### src/rtl/fpsu_pkg.sv
package fpsu_pkg;
   localparam int unsigned SP_EXP_W  = 8;
   localparam int unsigned SP_FRAC_W = 23;
   localparam int unsigned DP_EXP_W  = 11;
   localparam int unsigned DP_FRAC_W = 52;
   localparam int unsigned LANE_W    = 64;
   localparam int unsigned SP_W      = SP_EXP_W + SP_FRAC_W + 1;
   localparam int unsigned CLS_W     = 3;

   localparam logic [LANE_W-1:0] SP_DFLT_QNAN = 64'h0000_0000_7FBF_FFFF;
   localparam logic [LANE_W-1:0] DP_DFLT_QNAN = 64'h7FF7_FFFF_FFFF_FFFF;

   typedef enum logic [CLS_W-1:0] {
      FC_ZERO   = 3'd0,
      FC_DENORM = 3'd1,
      FC_NORMAL = 3'd2,
      FC_INF    = 3'd3,
      FC_QNAN   = 3'd4,
      FC_SNAN   = 3'd5
   } fclass_e;

   typedef enum logic [1:0] {
      OPK_ARITH = 2'd0,
      OPK_COPY  = 2'd1,
      OPK_ABS   = 2'd2,
      OPK_NEG   = 2'd3
   } opk_e;

   typedef enum logic [1:0] {
      OUT_CORE = 2'd0,
      OUT_QNAN = 2'd1,
      OUT_TRAP = 2'd2
   } outc_e;
endpackage

### src/rtl/fpsu_classify.sv
module fpsu_classify
   import fpsu_pkg::*;
#(
   parameter int unsigned DATA_W = LANE_W
) (
   input  logic              dbl,
   input  logic [DATA_W-1:0] value,
   output logic [CLS_W-1:0]  cls
);
   localparam int unsigned NFMT = 2;

   if (DATA_W < LANE_W) begin : g_chk_w
      $error("fpsu_classify: DATA_W must hold a double-precision value");
   end

   // one field decoder per layout; index 1 is the 64-bit layout
   for (genvar f = 0; f < NFMT; f++) begin : g_fmt
      localparam int unsigned EW = (f == 1) ? DP_EXP_W  : SP_EXP_W;
      localparam int unsigned FW = (f == 1) ? DP_FRAC_W : SP_FRAC_W;
      logic [EW-1:0] ex;
      logic [FW-1:0] fr;
      fclass_e       c;
      assign ex = value[FW+EW-1:FW];
      assign fr = value[FW-1:0];
      always_comb begin
         if (&ex) begin
            if (fr == '0)          c = FC_INF;
            else if (fr[FW-1])     c = FC_SNAN;
            else                   c = FC_QNAN;
         end else if (ex == '0) begin
            c = (fr == '0) ? FC_ZERO : FC_DENORM;
         end else begin
            c = FC_NORMAL;
         end
      end
   end

   assign cls = dbl ? g_fmt[1].c : g_fmt[0].c;
endmodule

### src/rtl/fpsu_flush.sv
module fpsu_flush
   import fpsu_pkg::*;
#(
   parameter int unsigned DATA_W = LANE_W
) (
   input  logic              dbl,
   input  logic              en,
   input  logic [CLS_W-1:0]  cls,
   input  logic [DATA_W-1:0] value,
   output logic [DATA_W-1:0] out
);
   localparam int unsigned HI_W = DATA_W - SP_W;

   if (DATA_W <= SP_W) begin : g_chk_w
      $error("fpsu_flush: DATA_W must exceed the single-precision width");
   end

   logic [DATA_W-1:0] shaped;
   logic [DATA_W-1:0] signed_zero;

   always_comb begin
      if (dbl) begin
         shaped      = value;
         signed_zero = {value[DATA_W-1], {(DATA_W-1){1'b0}}};
      end else begin
         shaped      = {{HI_W{1'b0}}, value[SP_W-1:0]};
         signed_zero = {{HI_W{1'b0}}, value[SP_W-1], {(SP_W-1){1'b0}}};
      end
   end

   assign out = (en && fclass_e'(cls) == FC_DENORM) ? signed_zero : shaped;
endmodule

### src/rtl/fpsu_decide.sv
module fpsu_decide
   import fpsu_pkg::*;
#(
   parameter int unsigned NSRC = 2
) (
   input  logic [1:0]            op_kind,
   input  logic [NSRC-1:0]       use_mask,
   input  logic [NSRC*CLS_W-1:0] cls_flat,
   input  logic                  inv_en,
   output logic [1:0]            outcome,
   output logic                  any_snan,
   output logic                  any_qnan
);
   logic [NSRC-1:0] is_s;
   logic [NSRC-1:0] is_q;

   for (genvar i = 0; i < NSRC; i++) begin : g_src
      assign is_s[i] = use_mask[i] && (fclass_e'(cls_flat[i*CLS_W +: CLS_W]) == FC_SNAN);
      assign is_q[i] = use_mask[i] && (fclass_e'(cls_flat[i*CLS_W +: CLS_W]) == FC_QNAN);
   end

   assign any_snan = |is_s;
   assign any_qnan = |is_q;

   always_comb begin
      outcome = OUT_CORE;
      if (opk_e'(op_kind) == OPK_ARITH) begin
         if (any_snan)      outcome = inv_en ? OUT_TRAP : OUT_QNAN;
         else if (any_qnan) outcome = OUT_QNAN;
      end
   end
endmodule

### src/rtl/fp_special_unit.sv
module fp_special_unit
   import fpsu_pkg::*;
#(
   parameter int unsigned NSRC   = 2,
   parameter int unsigned DATA_W = 64
) (
   input  logic                   clk,
   input  logic                   rst_n,
   input  logic                   in_valid,
   input  logic                   dbl,
   input  logic [1:0]             op_kind,
   input  logic [NSRC-1:0]        use_mask,
   input  logic                   inv_en,
   input  logic                   flush_en,
   input  logic [NSRC*DATA_W-1:0] opnd_in,
   output logic                   dec_valid,
   output logic [1:0]             outcome,
   output logic                   exc_invalid,
   output logic                   wr_en,
   output logic [DATA_W-1:0]      qnan_out,
   output logic [NSRC*DATA_W-1:0] opnd_out,
   input  logic                   core_valid,
   input  logic [DATA_W-1:0]      core_res,
   output logic                   res_valid,
   output logic [DATA_W-1:0]      res_out
);
   localparam int unsigned BUS_W = NSRC * DATA_W;

   if (DATA_W != LANE_W) begin : g_chk_w
      $error("fp_special_unit: DATA_W must equal 64");
   end
   if (NSRC < 1 || NSRC > 2) begin : g_chk_n
      $error("fp_special_unit: NSRC must be 1 or 2");
   end

   logic arith;
   assign arith = (opk_e'(op_kind) == OPK_ARITH);

   // ---------------- operand side ----------------
   logic [NSRC*CLS_W-1:0] src_cls;
   logic [BUS_W-1:0]      src_fl;

   for (genvar i = 0; i < NSRC; i++) begin : g_lane
      logic [CLS_W-1:0] c;
      fpsu_classify #(.DATA_W(DATA_W)) u_cls (
         .dbl   (dbl),
         .value (opnd_in[i*DATA_W +: DATA_W]),
         .cls   (c)
      );
      assign src_cls[i*CLS_W +: CLS_W] = c;
      fpsu_flush #(.DATA_W(DATA_W)) u_fl (
         .dbl   (dbl),
         .en    (flush_en && arith && use_mask[i]),
         .cls   (c),
         .value (opnd_in[i*DATA_W +: DATA_W]),
         .out   (src_fl[i*DATA_W +: DATA_W])
      );
   end

   logic [1:0] nxt_outc;
   logic       any_snan;
   logic       any_qnan;

   fpsu_decide #(.NSRC(NSRC)) u_dec (
      .op_kind  (op_kind),
      .use_mask (use_mask),
      .cls_flat (src_cls),
      .inv_en   (inv_en),
      .outcome  (nxt_outc),
      .any_snan (any_snan),
      .any_qnan (any_qnan)
   );

   logic [DATA_W-1:0] nxt_qn;
   always_comb begin
      nxt_qn = '0;
      if (outc_e'(nxt_outc) == OUT_QNAN) nxt_qn = dbl ? DP_DFLT_QNAN : SP_DFLT_QNAN;
   end

   always_ff @(posedge clk or negedge rst_n) begin
      if (!rst_n) begin
         dec_valid   <= 1'b0;
         outcome     <= OUT_CORE;
         exc_invalid <= 1'b0;
         wr_en       <= 1'b0;
         qnan_out    <= '0;
         opnd_out    <= '0;
      end else begin
         dec_valid <= in_valid;
         if (in_valid) begin
            outcome     <= nxt_outc;
            exc_invalid <= (outc_e'(nxt_outc) == OUT_TRAP);
            wr_en       <= (outc_e'(nxt_outc) != OUT_TRAP);
            qnan_out    <= nxt_qn;
            opnd_out    <= src_fl;
         end
      end
   end

   // ---------------- result side ----------------
   logic [CLS_W-1:0]  res_cls;
   logic [DATA_W-1:0] res_fl;

   fpsu_classify #(.DATA_W(DATA_W)) u_rcls (
      .dbl   (dbl),
      .value (core_res),
      .cls   (res_cls)
   );
   fpsu_flush #(.DATA_W(DATA_W)) u_rfl (
      .dbl   (dbl),
      .en    (flush_en && arith),
      .cls   (res_cls),
      .value (core_res),
      .out   (res_fl)
   );

   always_ff @(posedge clk or negedge rst_n) begin
      if (!rst_n) begin
         res_valid <= 1'b0;
         res_out   <= '0;
      end else begin
         res_valid <= core_valid;
         if (core_valid) res_out <= res_fl;
      end
   end

   // ---------------- assertions ----------------
   AST_DEC_LATENCY: assert property (@(posedge clk) disable iff (!rst_n)
      in_valid |=> dec_valid);
   AST_DEC_IDLE: assert property (@(posedge clk) disable iff (!rst_n)
      !in_valid |=> !dec_valid);
   AST_SNAN_QUIET: assert property (@(posedge clk) disable iff (!rst_n)
      (in_valid && arith && any_snan && !inv_en) |=> (outcome == OUT_QNAN && wr_en && !exc_invalid));
   AST_SNAN_TRAP: assert property (@(posedge clk) disable iff (!rst_n)
      (in_valid && arith && any_snan && inv_en) |=> (exc_invalid && !wr_en));
   AST_QNAN_NO_TRAP: assert property (@(posedge clk) disable iff (!rst_n)
      (in_valid && arith && any_qnan && !any_snan) |=> (!exc_invalid && wr_en));
   AST_TRANSFER_PASS: assert property (@(posedge clk) disable iff (!rst_n)
      (in_valid && !arith) |=> (outcome == OUT_CORE && !exc_invalid));
   AST_FLUSH_LANE0: assert property (@(posedge clk) disable iff (!rst_n)
      (in_valid && arith && flush_en && use_mask[0] && fclass_e'(src_cls[CLS_W-1:0]) == FC_DENORM)
      |=> ($past(dbl) ? (opnd_out[DATA_W-2:0] == '0) : (opnd_out[SP_W-2:0] == '0)));
   AST_SINGLE_HIGH: assert property (@(posedge clk) disable iff (!rst_n)
      (in_valid && !dbl) |=> (opnd_out[DATA_W-1:SP_W] == '0 && qnan_out[DATA_W-1:SP_W] == '0));
   AST_RES_LATENCY: assert property (@(posedge clk) disable iff (!rst_n)
      core_valid |=> res_valid);
endmodule

### config.mk
export PLATFORM = sky130hd
export DESIGN_NAME = fp_special_unit
export DESIGN_NICKNAME = d
export VERILOG_FILES = /design/src/rtl/fpsu_pkg.sv /design/src/rtl/fpsu_classify.sv /design/src/rtl/fpsu_flush.sv /design/src/rtl/fpsu_decide.sv /design/src/rtl/fp_special_unit.sv
export SDC_FILE = /design/constraint.sdc
export NUM_CORES = 1
export LEC_CHECK = 0
export ABC_AREA = 1
export BUFFER_PORTS_ARGS = -buffer_cell sky130_fd_sc_hd__buf_2
export CAP_MARGIN = 20
export CORE_AREA = 4 4 180 182
export CTS_CLUSTER_SIZE = 10
export DETAILED_ROUTE_END_ITERATION = 8
export DIE_AREA = 0 0 184 186
export PLACE_DENSITY = 0.74
export RECOVER_POWER = 25
export SLEW_MARGIN = 0
export SYNTH_ARGS = -nofsm -noshare
export SYNTH_HDL_FRONTEND = slang
export SYNTH_HIERARCHICAL = 1
export SYNTH_SLANG_ARGS = --single-unit
### constraint.sdc
create_clock -name clk -period 2.4 [get_ports clk]
set_clock_uncertainty 0.1 [all_clocks]
set_input_delay 0.12 -clock clk [delete_from_list [all_inputs] [get_ports clk]]
set_output_delay 0.12 -clock clk [all_outputs]
set_load 0.05 [all_outputs]
Word-level counts from Yosys, hierarchy flattened
Cells that the tools add are included.
{"block": "word_totals", "in_bits": 203, "output_inout_bits": 262, "word_cells": 97, "ff_bits": 262}
{"block": "op_classes", "n_mux": 48, "n_eq_ne": 10, "reduce_logical": 31}
{"operator": "$mux W64", "count": 9}
{"operator": "$logic_not A52 Y1", "count": 3}
{"operator": "$mux W63", "count": 2}
{"operator": "$logic_not A23 Y1", "count": 3}
{"operator": "$mux W3", "count": 21}
{"operator": "$logic_not A11 Y1", "count": 3}
{"operator": "$reduce_and A11 Y1", "count": 3}
{"operator": "$logic_not A8 Y1", "count": 3}
{"operator": "$reduce_and A8 Y1", "count": 3}
{"operator": "$mux W1", "count": 13}
{"operator": "$eq A3 B3 Y1 const B", "count": 4}
{"operator": "$logic_and A1 B1 Y1", "count": 10}
{"operator": "$eq A3 B1 Y1 const B", "count": 3}
{"operator": "$mux W2", "count": 3}
{"operator": "$reduce_or A2 Y1", "count": 2}
{"operator": "$eq A2 B1 Y1 const B", "count": 1}
{"operator": "$eq A2 B2 Y1 const B", "count": 1}
{"operator": "$logic_not A2 Y1", "count": 1}
{"operator": "$ne A2 B2 Y1 const B", "count": 1}

Depth between registers and ports, before layout
Gate-level depths: netlist of the first run.
{"block": "logic_depth", "depth_word": 13, "ltp_mapped": 19, "mapped_depth_nobuf": 19}

Cells and area by module
The synthesis of the first run kept the hierarchy.
{"mod": "fp_special_unit", "area_per_inst_um2": 8111.5, "n_inst": 1, "cells_per_inst": 908, "seq_area_each_um2": 5004.8}
{"mod": "fpsu_flush", "area_per_inst_um2": 636.9, "n_inst": 3, "cells_per_inst": 120, "seq_area_each_um2": 0.0}
{"mod": "fpsu_classify", "area_per_inst_um2": 384.1, "n_inst": 3, "cells_per_inst": 89, "seq_area_each_um2": 0.0}
{"mod": "fpsu_decide", "area_per_inst_um2": 102.6, "n_inst": 1, "cells_per_inst": 23, "seq_area_each_um2": 0.0}

Worst setup path before layout of the first run
Ideal clock, no wire load.
{"block": "synth_timing", "path_type": "input-to-reg", "startpoint": "input opnd_in[31]", "endpoint": "register exc_invalid", "required_ns": 2.182, "path_stages": 17, "setup_slack_ns": 0.597, "n_path_buf": 0, "t_arrival_ns": 1.585, "setup_time_ns": 0.118, "cell_sequence": "or2_0 -> nor2_1 -> nand2_1 -> nor2_2 -> nand2_2 -> nand2_1 -> nand2_1 -> o21ai_1 -> nor2_2 -> nand2_1 -> nand2_2 -> nand2_2 -> nand2_2 -> nor2_2 -> inv_1 -> nand3_1 -> nand2_1"}
{"block": "synth_via", "word_cells_on_any_way": 16, "cone_classes": "eq/ne: 3; mux: 8; reduce/logical: 5"}
{"item": "start, declared", "line_no": "fp_special_unit.sv:15", "source": "input logic [NSRC*DATA_W-1:0] opnd_in,"}
{"item": "$logic_not A52 Y1", "line_no": "fpsu_classify.sv:27", "source": "if (fr == '0) c = FC_INF;"}
{"item": "$mux W3", "line_no": "fpsu_classify.sv:27"}
{"item": "$mux W3", "line_no": "fpsu_classify.sv:26", "source": "if (&ex) begin"}
{"item": "$mux W3", "line_no": "fpsu_classify.sv:38", "source": "assign cls = dbl ? g_fmt[1].c : g_fmt[0].c;"}
{"item": "via g_lane[0].c[1]", "line_no": "fp_special_unit.sv:44", "source": "logic [CLS_W-1:0] c;"}
{"item": "$eq A3 B3 Y1", "line_no": "fpsu_decide.sv:18", "source": "assign is_s[i] = use_mask[i] && (fclass_e'(cls_flat[i*CLS_W +: CLS_W]) == FC_SNAN);"}
{"item": "$logic_and A1 B1 Y1", "line_no": "fpsu_decide.sv:18"}
{"item": "$reduce_or A2 Y1", "line_no": "fpsu_decide.sv:22", "source": "assign any_snan = |is_s;"}
{"item": "via any_snan", "line_no": "fp_special_unit.sv:61", "source": "logic any_snan;"}
{"item": "$mux W2", "line_no": "fpsu_decide.sv:28", "source": "if (any_snan) outcome = inv_en ? OUT_TRAP : OUT_QNAN;"}
{"item": "$mux W2", "line_no": "fpsu_decide.sv:27", "source": "if (opk_e'(op_kind) == OPK_ARITH) begin"}
{"item": "via nxt_outc[0]", "line_no": "fp_special_unit.sv:60", "source": "logic [1:0] nxt_outc;"}
{"item": "$eq A2 B2 Y1", "line_no": "fp_special_unit.sv:92", "source": "exc_invalid <= (outc_e'(nxt_outc) == OUT_TRAP);"}
{"item": "end signal, assigned", "line_no": "fp_special_unit.sv:92"}
{"item": "end, declared", "line_no": "fp_special_unit.sv:18", "source": "output logic exc_invalid,"}
The timed path passes the listed nets, and every way through them passes these cells.
A chain may end at the register's enable or synchronous reset.

Final worst setup path of the first run
{"block": "layout_timing", "startpoint": "input opnd_in[103]", "endpoint": "register exc_invalid"}
{"block": "layout_via", "word_cells_on_any_way": 16, "cone_classes": "eq/ne: 3; mux: 8; reduce/logical: 5"}
{"item": "$logic_not A52 Y1", "line_no": "fpsu_classify.sv:27"}
{"item": "$mux W3", "line_no": "fpsu_classify.sv:27"}
{"item": "$mux W3", "line_no": "fpsu_classify.sv:26"}
{"item": "$mux W3", "line_no": "fpsu_classify.sv:38"}
{"item": "via g_lane[1].c[1]", "line_no": "fp_special_unit.sv:44"}
{"item": "$eq A3 B3 Y1", "line_no": "fpsu_decide.sv:18"}
{"item": "$logic_and A1 B1 Y1", "line_no": "fpsu_decide.sv:18"}
{"item": "$reduce_or A2 Y1", "line_no": "fpsu_decide.sv:22"}
{"item": "via any_snan", "line_no": "fp_special_unit.sv:61"}
{"item": "$mux W2", "line_no": "fpsu_decide.sv:28"}
{"item": "$mux W2", "line_no": "fpsu_decide.sv:27"}
{"item": "via nxt_outc[0]", "line_no": "fp_special_unit.sv:60"}
{"item": "$eq A2 B2 Y1", "line_no": "fp_special_unit.sv:92"}
The timed path passes the listed nets, and every way through them passes these cells.

==> impl_metrics.csv, run 1 <==
group,metric,value,unit
drt,vias,12589,
timing,rsz0062_at_grt,"true",
cts,cts_tree,"done",
min_path,holdCritPathClass,"in -> reg",
drt,ant_nets,0,
cts,cts.sinks,200,
critical_path,r2r_start,"qnan_out[30]",
drt,wl_per_cell,16.5,um
logic_synthesis,ys_types,27,
logic_synthesis,netlist_area,11300,um^2
critical_path,crit_path_top_delay_cell,"dlygate4sd3_1",
cts,clk_latency,0.44,ns
global_route,gr-total-overflow,0,
critical_path,crit_arrival,2.56,ns
timing,tns,0,ns
timing,tightest_slew,0.773,ns
floorplan,floorplan.rows,64,
critical_path,worst_r2r_path_depth,3,
min_path,timing.hold.worst.start,"core_res[26]",
critical_path,crit_fanout,4,
critical_path,critPathMaxStageDelay,0.55,ns
drt,drtIter0Drc,904,
global_route,grt_pass1_vias,12454,
logic_synthesis,syn_inst,1558,
logic_synthesis,synth_top_family_by_area,"simple AND/OR/NAND/NOR gates",
critical_path,cp_cell_sequence,"dlygate4sd3_1 -> buf_2 -> nor2_1 -> nand2_1 -> nor2_2 -> nand2_1 -> nor2_2 -> nand2_2 -> nand2_1 -> nand2_1 -> o21ai_2 -> nor2_1 -> nand2_2 -> nand2_2 -> nand2_2 -> nand2_2 -> nor2_4 -> inv_1 -> nand3_1 -> nand2_1",
min_path,holdPathStages,4,
logic_synthesis,synth_fa_ha_area_share,0,%
finish,drive_gt1_share,27.3,%
cts,clockRootBuffer,"clkbuf_16",
placement,dpl.hpwl,27200,um
placement,port_buffers,462,
drt,drc,0,
critical_path,r2r_end,"qnan_out[30]",
critical_path,r2r_slack,1.24,ns
logic_synthesis,ys.warnings.count,6,
global_route,antenna_found_initial,2,
critical_path,cp.required,2.63,ns
floorplan,ios,465,
logic_synthesis,ys_ff_latch,200,
drt,routed_via_density,4.98,
timing,final_hold_viol_count,0,
timing,finalMaxSlewViolations,0,
cts,cts_inserted_buffers,17,
timing,hold_slack,0.0578,ns
logic_synthesis,synth_xor_area_share,0,%
global_route,track_usage,23.0,%
critical_path,critPathBufInv,3,
floorplan,die_y,186,um
logic_synthesis,synth_compound_area_share,14.0,%
floorplan,die-area,34200,um^2
drt,wl,41600,um
run_status,status,"finished clean",
finish,nNetsFinal,2321,
floorplan,initial_utilization,36.9,%
pwr,power_density,582,nW/um^2
global_route,grt_max_degree,134,
pwr,power.leakage,8.75,nW
floorplan,die_x,184,um
flow_run,maxCapViolCount,0,
timing,finalCriticalPeriod,2.32,ns
logic_synthesis,synth_mux_area_share,0,%
floorplan,design.core.area,30600,um^2
cts,cts_max_path_buffers,2,
critical_path,cp_top_family,"simple AND/OR/NAND/NOR gates",
timing,max_freq,431,MHz
pwr,max-vdd-ir-drop,410,uV
logic_synthesis,avgSynthCellArea,7.24,um^2
finish,area_growth,43.7,%
global_route,grt_first_pass_wirelength,63500,um
timing,maxSlewHeadroom,48.4,%
timing,fin_crit_sh,96.7,%
critical_path,critPathCaptureType,"flop",
cts,htree_levels,4,
logic_synthesis,synth_simple_gate_area_share,29.3,%
critical_path,worst-setup-path-type,"in -> reg",
min_path,hold_end,"res_out[26]",
critical_path,startpoint_type,"input pin",
drt,dr.pass1.iters,5,
cts,clk_pin_slew,0.08,ns
placement,gp_congestion,0.934,
logic_synthesis,ys_seq_area_share,44.4,%
timing,setup_viol,0,
critical_path,cp.depth,20,
## power by group
part	switching (W)	total, W	internal, W
Clock	0.00145	0.00292	0.00148
Combinational	0.00192	0.00272	0.000802
Sequential	0.000153	0.00380	0.00364
Total	0.00351	0.00944	0.00592
## tightest hold or removal path, delay by kind of cell
kind | cells | cell delay (ns)
AOI/OAI and AO/OA | 2 | 0.22
buffers and inverters | 1 | 0.13
and+or+nand+nor | 1 | 0.07
## layout make-up
class	instances	area, um^2
clock buffers	17	425
flip-flops and latches	200	5000
repair buffers	693	4750
multi-input cells	1104	4970
fillers	2752	14400
inverters	102	393
clock inverters	15	164
diodes	1	2.50
well taps	396	495
## placed cells by master (no fill, tap or decap), types with 3 or more instances in the layout
| cell type | instances |
|---|---|
| buf_2 | 458 |
| a21boi_0 | 63 |
| a21boi_1 | 30 |
| nor2_4 | 8 |
| buf_4 | 22 |
| clkinvlp_4 | 3 |
| or2_1 | 3 |
| inv_2 | 4 |
| inv_1 | 95 |
| o21ai_1 | 8 |
| a21oi_2 | 3 |
| nand4_1 | 13 |
| nand3_1 | 14 |
| clkbuf_16 | 19 |
| nor2_1 | 107 |
| dlygate4sd3_1 | 197 |
| clkinv_4 | 6 |
| nand3b_1 | 3 |
| nor2_2 | 22 |
| or3_1 | 3 |
| nand2_2 | 7 |
| dfrtp_1 | 200 |
| nand2_1 | 647 |
| buf_12 | 13 |
| a21oi_1 | 99 |
| or2_0 | 3 |
| inv_8 | 3 |
| o21ai_0 | 63 |
| nor3_2 | 3 |
## routing by layer
| metal | wire, um | part of all wire, % | up-vias | global-route usage [%] |
|---|---|---|---|---|
| met4 | 2490 | 6.0 | 0 | 14.8 |
| met1 | 15800 | 38 | 5759 | 27.2 |
| li1 | - | - | 5904 | - |
| met2 | 19800 | 48 | 739 | 37.5 |
| met5 | 0 | 0 | - | 0 |
| met3 | 3550 | 8.5 | 187 | 5.34 |
## registers in the layout, indices dropped and copies added (netlist names)
signal       cells
dec_valid        1
qnan_out         2
wr_en            1
opnd_out       128
exc_invalid      1
outcome          2
res_valid        1
res_out         64
## synthesized netlist by cell type, drive strengths merged
| cell | count | share of area [%] |
|---|---|---|
| dfrtp | 200 | 44 |
| buf | 148 | 8.7 |
| nand3b | 3 | 0.20 |
| or3 | 3 | 0.17 |
| nand4 | 13 | 0.72 |
| inv | 102 | 3.4 |
| a21boi | 93 | 6.2 |
| clkbuf | 5 | 0.20 |
| o21ai | 73 | 3.2 |
| a21oi | 102 | 4.5 |
| or2 | 6 | 0.33 |
| conb | 1 | 0.033 |
| nor3 | 3 | 0.27 |
| nand2 | 654 | 22 |
| nand3 | 15 | 0.67 |
| nor2 | 137 | 5.1 |
## cells by family (layout without fill, tap and decap cells)
logic type | Yosys count | in the layout
flops | 200 | 200
other cells | 1 | 3
simple gates | 834 | 834
buf+inv | 255 | 827
compound gates | 268 | 268
## worst max path at each step
stage | startpoint | endpoint | slack (ns)
floorplan | opnd_in[31] | exc_invalid | 0.60
global placement | opnd_in[88] | opnd_out[95] | 0.09
detailed placement | opnd_in[93] | exc_invalid | 0.02
CTS | opnd_in[68] | exc_invalid | 0.008
global route | opnd_in[94] | exc_invalid | -0.07
finish | opnd_in[103] | exc_invalid | 0.08
## stage by stage
stage | total power (W) | cells | worst slack (ns) | cell area [um^2] | util [%]
after global placement | 0.00622 | 2291 | 0.0877 | 13500 | 44.0
final | 0.00944 | 2528 | 0.0781 | 16200 | 53.0
after CTS | 0.00945 | 2520 | 0.00828 | 16000 | 52.4
after global routing | 0.00984 | 2528 | -0.0712 | 16200 | 53.0
after detailed placement | 0.00626 | 2291 | 0.0218 | 13500 | 44.0
after floorplan | 0.00546 | 1559 | 0.597 | 11300 | -
## what timing repair did
item / in CTS / in global routing
gates resized for setup: 0 / 43
endpoints found under the setup margin: 0 / 145
buffers inserted: 0 / 6
hold buffers: 197 / 0
endpoints found under the hold margin: 264 / 0
(Power assumes the default switching activity.)
==> run 2, diff against run 1 <==
--- a/config.mk
+++ b/config.mk
@@ -8,11 +8,11 @@
 export ABC_AREA = 1
 export BUFFER_PORTS_ARGS = -buffer_cell sky130_fd_sc_hd__buf_2
 export CAP_MARGIN = 20
-export CORE_AREA = 4 4 180 182
+export CORE_AREA = 4 4 176 178
 export CTS_CLUSTER_SIZE = 10
 export DETAILED_ROUTE_END_ITERATION = 8
-export DIE_AREA = 0 0 184 186
-export PLACE_DENSITY = 0.74
+export DIE_AREA = 0 0 180 182
+export PLACE_DENSITY = 0.76
 export RECOVER_POWER = 25
 export SLEW_MARGIN = 0
 export SYNTH_ARGS = -nofsm -noshare
==> constraint.sdc (replaced) <==
create_clock -name clk -period 2.24 [get_ports clk]
set_clock_uncertainty 0.1 [all_clocks]
set_input_delay 0.112 -clock clk [delete_from_list [all_inputs] [get_ports clk]]
set_output_delay 0.112 -clock clk [all_outputs]
set_load 0.05 [all_outputs]
==> run 2 against run 1 <==
Wire length is 1.7% higher; final cell count is 0.79% lower; register-to-register slack better by 0.05 ns; non-clock buffer count is 14 lower; first-iteration DRC count is 9.0% higher; largest cell class is now multi-input gates; utilization is 3.1 points higher; worst setup slack worse by 0.069 ns; clock power is 3% higher.
==> impl_metrics.csv, run 2 (synthesis gave the netlist of run 1 again) <==
group,metric,value,unit
finish,reg.largest.list,"opnd_out: 128 flops, res_out: 64 flops",
critical_path,cp.required,2.47,ns
global_route,grt_max_degree,134,
critical_path,worst_r2r_path_depth,3,
drt,routed_via_density,5.09,
cts,cts_max_path_buffers,2,
critical_path,cp_top_family,"buffers and inverters",
flow_run,maxCapViolCount,0,
timing,fin_crit_sh,99.6,%
floorplan,floorplan.rows,63,
cts,clockRootBuffer,"clkbuf_16",
finish,diodes,0,
cts,cts.sinks,200,
drt,vias,12768,
drt,dr.pass1.iters,5,
pwr,power.leakage,8.97,nW
critical_path,critPathBufInv,5,
drt,drc,0,
floorplan,initial_utilization,38.4,%
critical_path,r2r_slack,1.29,ns
global_route,gr-total-overflow,0,
timing,final_hold_viol_count,0,
timing,finalCriticalPeriod,2.23,ns
cts,clk_pin_slew,0.08,ns
pwr,finalPower,0.0100,W
finish,fin_area,16500,um^2
timing,tightest_slew,1.35,ns
floorplan,ios,465,
global_route,grt_first_pass_wirelength,64400,um
finish,area_growth,46.2,%
cts,htree_levels,4,
floorplan,die_y,182,um
critical_path,critPathCaptureType,"flop",
placement,port_buffers,462,
pwr,max-vdd-ir-drop,371,uV
drt,ant_nets,0,
min_path,holdCritPathClass,"in -> reg",
timing,setup_viol,0,
critical_path,r2r_end,"qnan_out[30]",
pwr,p_sw,0.00376,W
finish,top_register,"opnd_out",
floorplan,die-area,32800,um^2
pwr,comb_power_share,29.2,%
placement,gp_congestion,0.937,
global_route,grt_pass1_vias,12453,
pwr,power_density,608,nW/um^2
critical_path,startpoint_type,"input pin",
critical_path,critical_path.endpoint,"opnd_out[95]",
pwr,sequentialPowerShare,40.6,%
drt,drtIter0Drc,985,
critical_path,crit_arrival,2.47,ns
critical_path,path_common_cell,"nand2_1",
placement,dpl.hpwl,26900,um
critical_path,crit_path_top_delay_cell,"dlygate4sd3_1",
timing,finalMaxSlewViolations,0,
timing,tns,0,ns
critical_path,worst-setup-path-type,"in -> reg",
finish,mostFrequentLayoutCell,"nand2_1",
finish,drive_gt1_share,28.6,%
placement,placed_cell_area,13500,um^2
global_route,track_usage,23.7,%
finish,largest_reg_flops,128,
floorplan,die_x,180,um
pwr,swShare,37.5,%
run_status,status,"finished clean",
timing,maxSlewHeadroom,9.87,%
pwr,p_int,0.00626,W
drt,wl,42300,um
cts,cts_inserted_buffers,17,
critical_path,r2r_start,"qnan_out[30]",
finish,nNetsFinal,2308,
cts,clk_latency,0.43,ns
critical_path,crit_fanout,6,
finish,most-common-layout-cells,"nand2_1, buf_2, dfrtp_1, dlygate4sd3_1, nor2_1",
critical_path,cp_cell_sequence,"dlygate4sd3_1 -> buf_2 -> nor2_1 -> nand4_1 -> nor2_2 -> a21oi_2 -> a21oi_2 -> buf_4 -> nand2_2 -> clkinv_4 -> buf_12 -> nand2_1 -> nand2_1 -> nand2_1 -> nand2_1 -> nand2_1",
floorplan,design.core.area,29400,um^2
critical_path,critPathLaunch,"opnd_in[123]",
cts,cts_tree,"done",
global_route,antenna_found_initial,0,
critical_path,cp.depth,16,
drt,wl_per_cell,16.9,um
pwr,p_clk_share,30.2,%
timing,max_freq,448,MHz
critical_path,critPathMaxStageDelay,0.54,ns
==> run 2: timing repair <==
item	4_1_cts	5_1_grt
resized for setup	0	146
endpoints found under the setup margin	0	194
endpoints found under the hold margin	366	1
hold buffers	193	1
buffers inserted	0	1
==> run 2: stage by stage <==
step	hold slack, ns	setup WS [ns]	util (%)	std cells
final	0.00972	0.00872	56.1	2508
after global routing	0.0368	-0.0289	56.1	2508
after CTS	0.00190	0.00760	54.4	2521
after detailed placement	0.0125	-0.111	46.0	2296
after global placement	0.00391	0.0250	46.0	2296
after floorplan	-0.284	0.445	-	1559
==> run 2: layout make-up <==
type	count	area, um^2
clock buffer	19	443
clock inverter	13	111
fill	2518	12900
inverter	102	410
multi-input combinational	1104	5100
sequential	200	5000
tap	390	488
timing repair buffer	679	4920
timing repair inverter	1	6.26
==> run 2: power by group through the flow <==
stage               logic (W)  clock network, W  registers, W
floorplan            0.000671                 0       0.00517
global placement      0.00255                 0       0.00412
detailed placement    0.00259                 0       0.00413
CTS                   0.00285           0.00309       0.00406
global route          0.00311           0.00324       0.00410
finish                0.00293           0.00302       0.00407
==> run 2: worst min path at each step <==
stage                             end  slack (ns)    startpoint  depth (start not counted)
after global routing      res_out[16]        0.04  core_res[16]                          4
after global placement    res_out[25]       0.004         rst_n                          1
after floorplan             dec_valid       -0.28         rst_n                          0
final                     res_out[16]        0.01  core_res[16]                          4
after CTS                 res_out[23]       0.002  core_res[23]                          4
after detailed placement  res_out[25]        0.01         rst_n                          1
==> run 2: metal layers <==
metal  routed length, um  global-route usage [%]
met3                3560                    6.33
met1               16000                    27.9
met5                   0                       0
met4                2030                    11.3
met2               20700                    40.4
==> run 2: worst min-delay path, cell delays in order <==
cell and delay (ns):
buf_2 0.09, a21boi_2 0.17, nand2_1 0.07, o21ai_0 0.06
==> run 3, diff against run 2 <==
--- a/config.mk
+++ b/config.mk
@@ -13,7 +13,6 @@
 export DETAILED_ROUTE_END_ITERATION = 8
 export DIE_AREA = 0 0 180 182
 export PLACE_DENSITY = 0.76
-export RECOVER_POWER = 25
 export SLEW_MARGIN = 0
 export SYNTH_ARGS = -nofsm -noshare
 export SYNTH_HDL_FRONTEND = slang
==> run 3 against run 2 <==
Hold slack better by 0.0077 ns; sequential power hardly changed; power hardly changed; non-clock buffer count stayed put; fmax is 0.19% higher; via count hardly changed; wire length is 0.16% lower; register-to-register slack hardly changed; global-route usage stayed put; critical path type unchanged; largest power group unchanged.
==> impl_metrics.csv, run 3 (synthesis gave the netlist of run 1 again) <==
group,metric,value,unit
global_route,track_usage,23.7,%
floorplan,ios,465,
finish,most-common-layout-cells,"nand2_1, buf_2, dfrtp_1, dlygate4sd3_1, nor2_1",
critical_path,crit_fanout,7,
critical_path,r2r_end,"qnan_out[30]",
finish,drive_gt1_share,28.7,%
critical_path,critPathCaptureType,"flop",
placement,placed_cell_area,13500,um^2
pwr,p_sw,0.00376,W
global_route,grt_max_degree,134,
timing,final_hold_viol_count,0,
drt,wl,42300,um
min_path,holdPathStages,4,
cts,cts_tree,"done",
critical_path,critical_path.endpoint,"res_out[54]",
floorplan,floorplan.rows,63,
pwr,power.leakage,8.98,nW
floorplan,initial_utilization,38.4,%
pwr,p_int,0.00626,W
drt,ant_nets,0,
drt,wl_per_cell,16.9,um
timing,setup_viol,0,
cts,cts_max_path_buffers,2,
pwr,power_density,607,nW/um^2
finish,multi_input_area,5100,um^2
pwr,max-vdd-ir-drop,370,uV
finish,nNetsFinal,2308,
floorplan,design.core.area,29400,um^2
global_route,antenna_found_initial,0,
critical_path,r2r_slack,1.29,ns
critical_path,r2r_start,"qnan_out[30]",
timing,finalMaxSlewViolations,0,
timing,fin_crit_sh,99.4,%
critical_path,critPathLaunch,"core_res[61]",
pwr,sequentialPowerShare,40.6,%
min_path,holdCritPathClass,"in -> reg",
finish,reg.largest.list,"opnd_out: 128 flops, res_out: 64 flops",
pwr,swShare,37.5,%
drt,drtIter0Drc,994,
finish,top_register,"opnd_out",
drt,vias,12779,
cts,clk_latency,0.44,ns
placement,gp_congestion,0.937,
cts,htree_levels,4,
cts,cts.sinks,200,
floorplan,die_x,180,um
finish,diodes,0,
pwr,comb_power_share,29.3,%
flow_run,maxCapViolCount,0,
drt,routed_via_density,5.10,
critical_path,worst_r2r_path_depth,3,
global_route,grt_first_pass_wirelength,64400,um
drt,drc,0,
critical_path,crit_arrival,2.43,ns
timing,max_freq,449,MHz
finish,largest_reg_flops,128,
finish,nFillCells,2511,
global_route,grt_pass1_vias,12453,
finish,area_growth,46.3,%
cts,clockRootBuffer,"clkbuf_16",
timing,finalCriticalPeriod,2.23,ns
drt,dr.pass1.iters,5,
pwr,finalPower,0.0100,W
critical_path,worst-setup-path-type,"in -> reg",
cts,cts_inserted_buffers,17,
finish,regArea,5000,um^2
finish,fin_area,16500,um^2
critical_path,cp.required,2.44,ns
floorplan,die_y,182,um
timing,tightest_slew,0.595,ns
cts,clk_pin_slew,0.08,ns
timing,maxSlewHeadroom,60.3,%
run_status,status,"finished clean",
critical_path,startpoint_type,"input pin",
placement,port_buffers,462,
placement,dpl.hpwl,26900,um
global_route,gr-total-overflow,0,
floorplan,die-area,32800,um^2
finish,mostFrequentLayoutCell,"nand2_1",
pwr,p_clk_share,30.1,%
run 3: cell types whose count changed in the layout (fill, tap and decap cells not counted):
cell | previous run | this run
buf_4 | 21 | 24
clkbuf_2 | 3 | 0
clkbuf_1 | 2 | 1
clkbuf_8 | 1 | 2
run 3: timing repair:
action / CTS / global route
hold buffers: 193 / 1
endpoints found under the setup margin: 0 / 194
gates resized for setup: 0 / 146
buffers inserted: 0 / 1
endpoints found under the hold margin: 366 / 1
run 3: how the worst min path moves through the flow:
stage	from	to	slack [ns]
after floorplan	rst_n	dec_valid	-0.28
after global routing	core_res[16]	res_out[16]	0.04
final	core_res[16]	res_out[16]	0.02
after CTS	core_res[23]	res_out[23]	0.002
after global placement	rst_n	res_out[25]	0.004
after detailed placement	rst_n	res_out[25]	0.01
run 3: worst max-delay path, cell delays in order:
cell,delay [ns]
dlygate4sd3_1,0.55
buf_2,0.14
or3_1,0.37
nor2_1,0.29
a21oi_2,0.12
a21oi_2,0.17
nand2_2,0.11
inv_8,0.13
buf_6,0.13
buf_4,0.11
a21oi_1,0.06
nand2_1,0.06
o21ai_0,0.08
run 3: per-stage QoR:
step	setup TNS, ns	cells	worst slack, ns	utilization, %	hold WS, ns
CTS	0	2521	0.00760	54.4	0.00190
detailed placement	-0.657	2296	-0.111	46.0	0.0125
floorplan	0	1559	0.445	-	-0.284
global route	-0.460	2508	-0.0289	56.1	0.0368
global placement	0	2296	0.0250	46.0	0.00391
finish	0	2508	0.0130	56.1	0.0175
run 3: power groups by stage:
stage,clock network [W],logic [W],registers [W]
floorplan,0,0.000671,0.00517
CTS,0.00309,0.00285,0.00406
detailed placement,0,0.00259,0.00413
global route,0.00324,0.00312,0.00410
finish,0.00302,0.00293,0.00407
global placement,0,0.00255,0.00412
run 3: layout make-up:
cell class              count  share of cell area [%]
multi-input cells        1104                    30.9
flip-flops and latches    200                    30.3
repair buffers            679                    29.9
well taps                 390                    2.96
clock buffers              19                    2.68
inverters                 102                    2.49
clock inverters            13                   0.675
repair inverters            1                  0.0379
run 3: metal layers:
| metal | track usage [%] | vias up | share of wire, % |
|---|---|---|---|
| met3 | 6.33 | 154 | 8.7 |
| met5 | 0 | - | 0 |
| li1 | - | 5890 | - |
| met1 | 27.9 | 6017 | 38 |
| met4 | 11.3 | 0 | 4.9 |
| met2 | 40.4 | 718 | 49 |
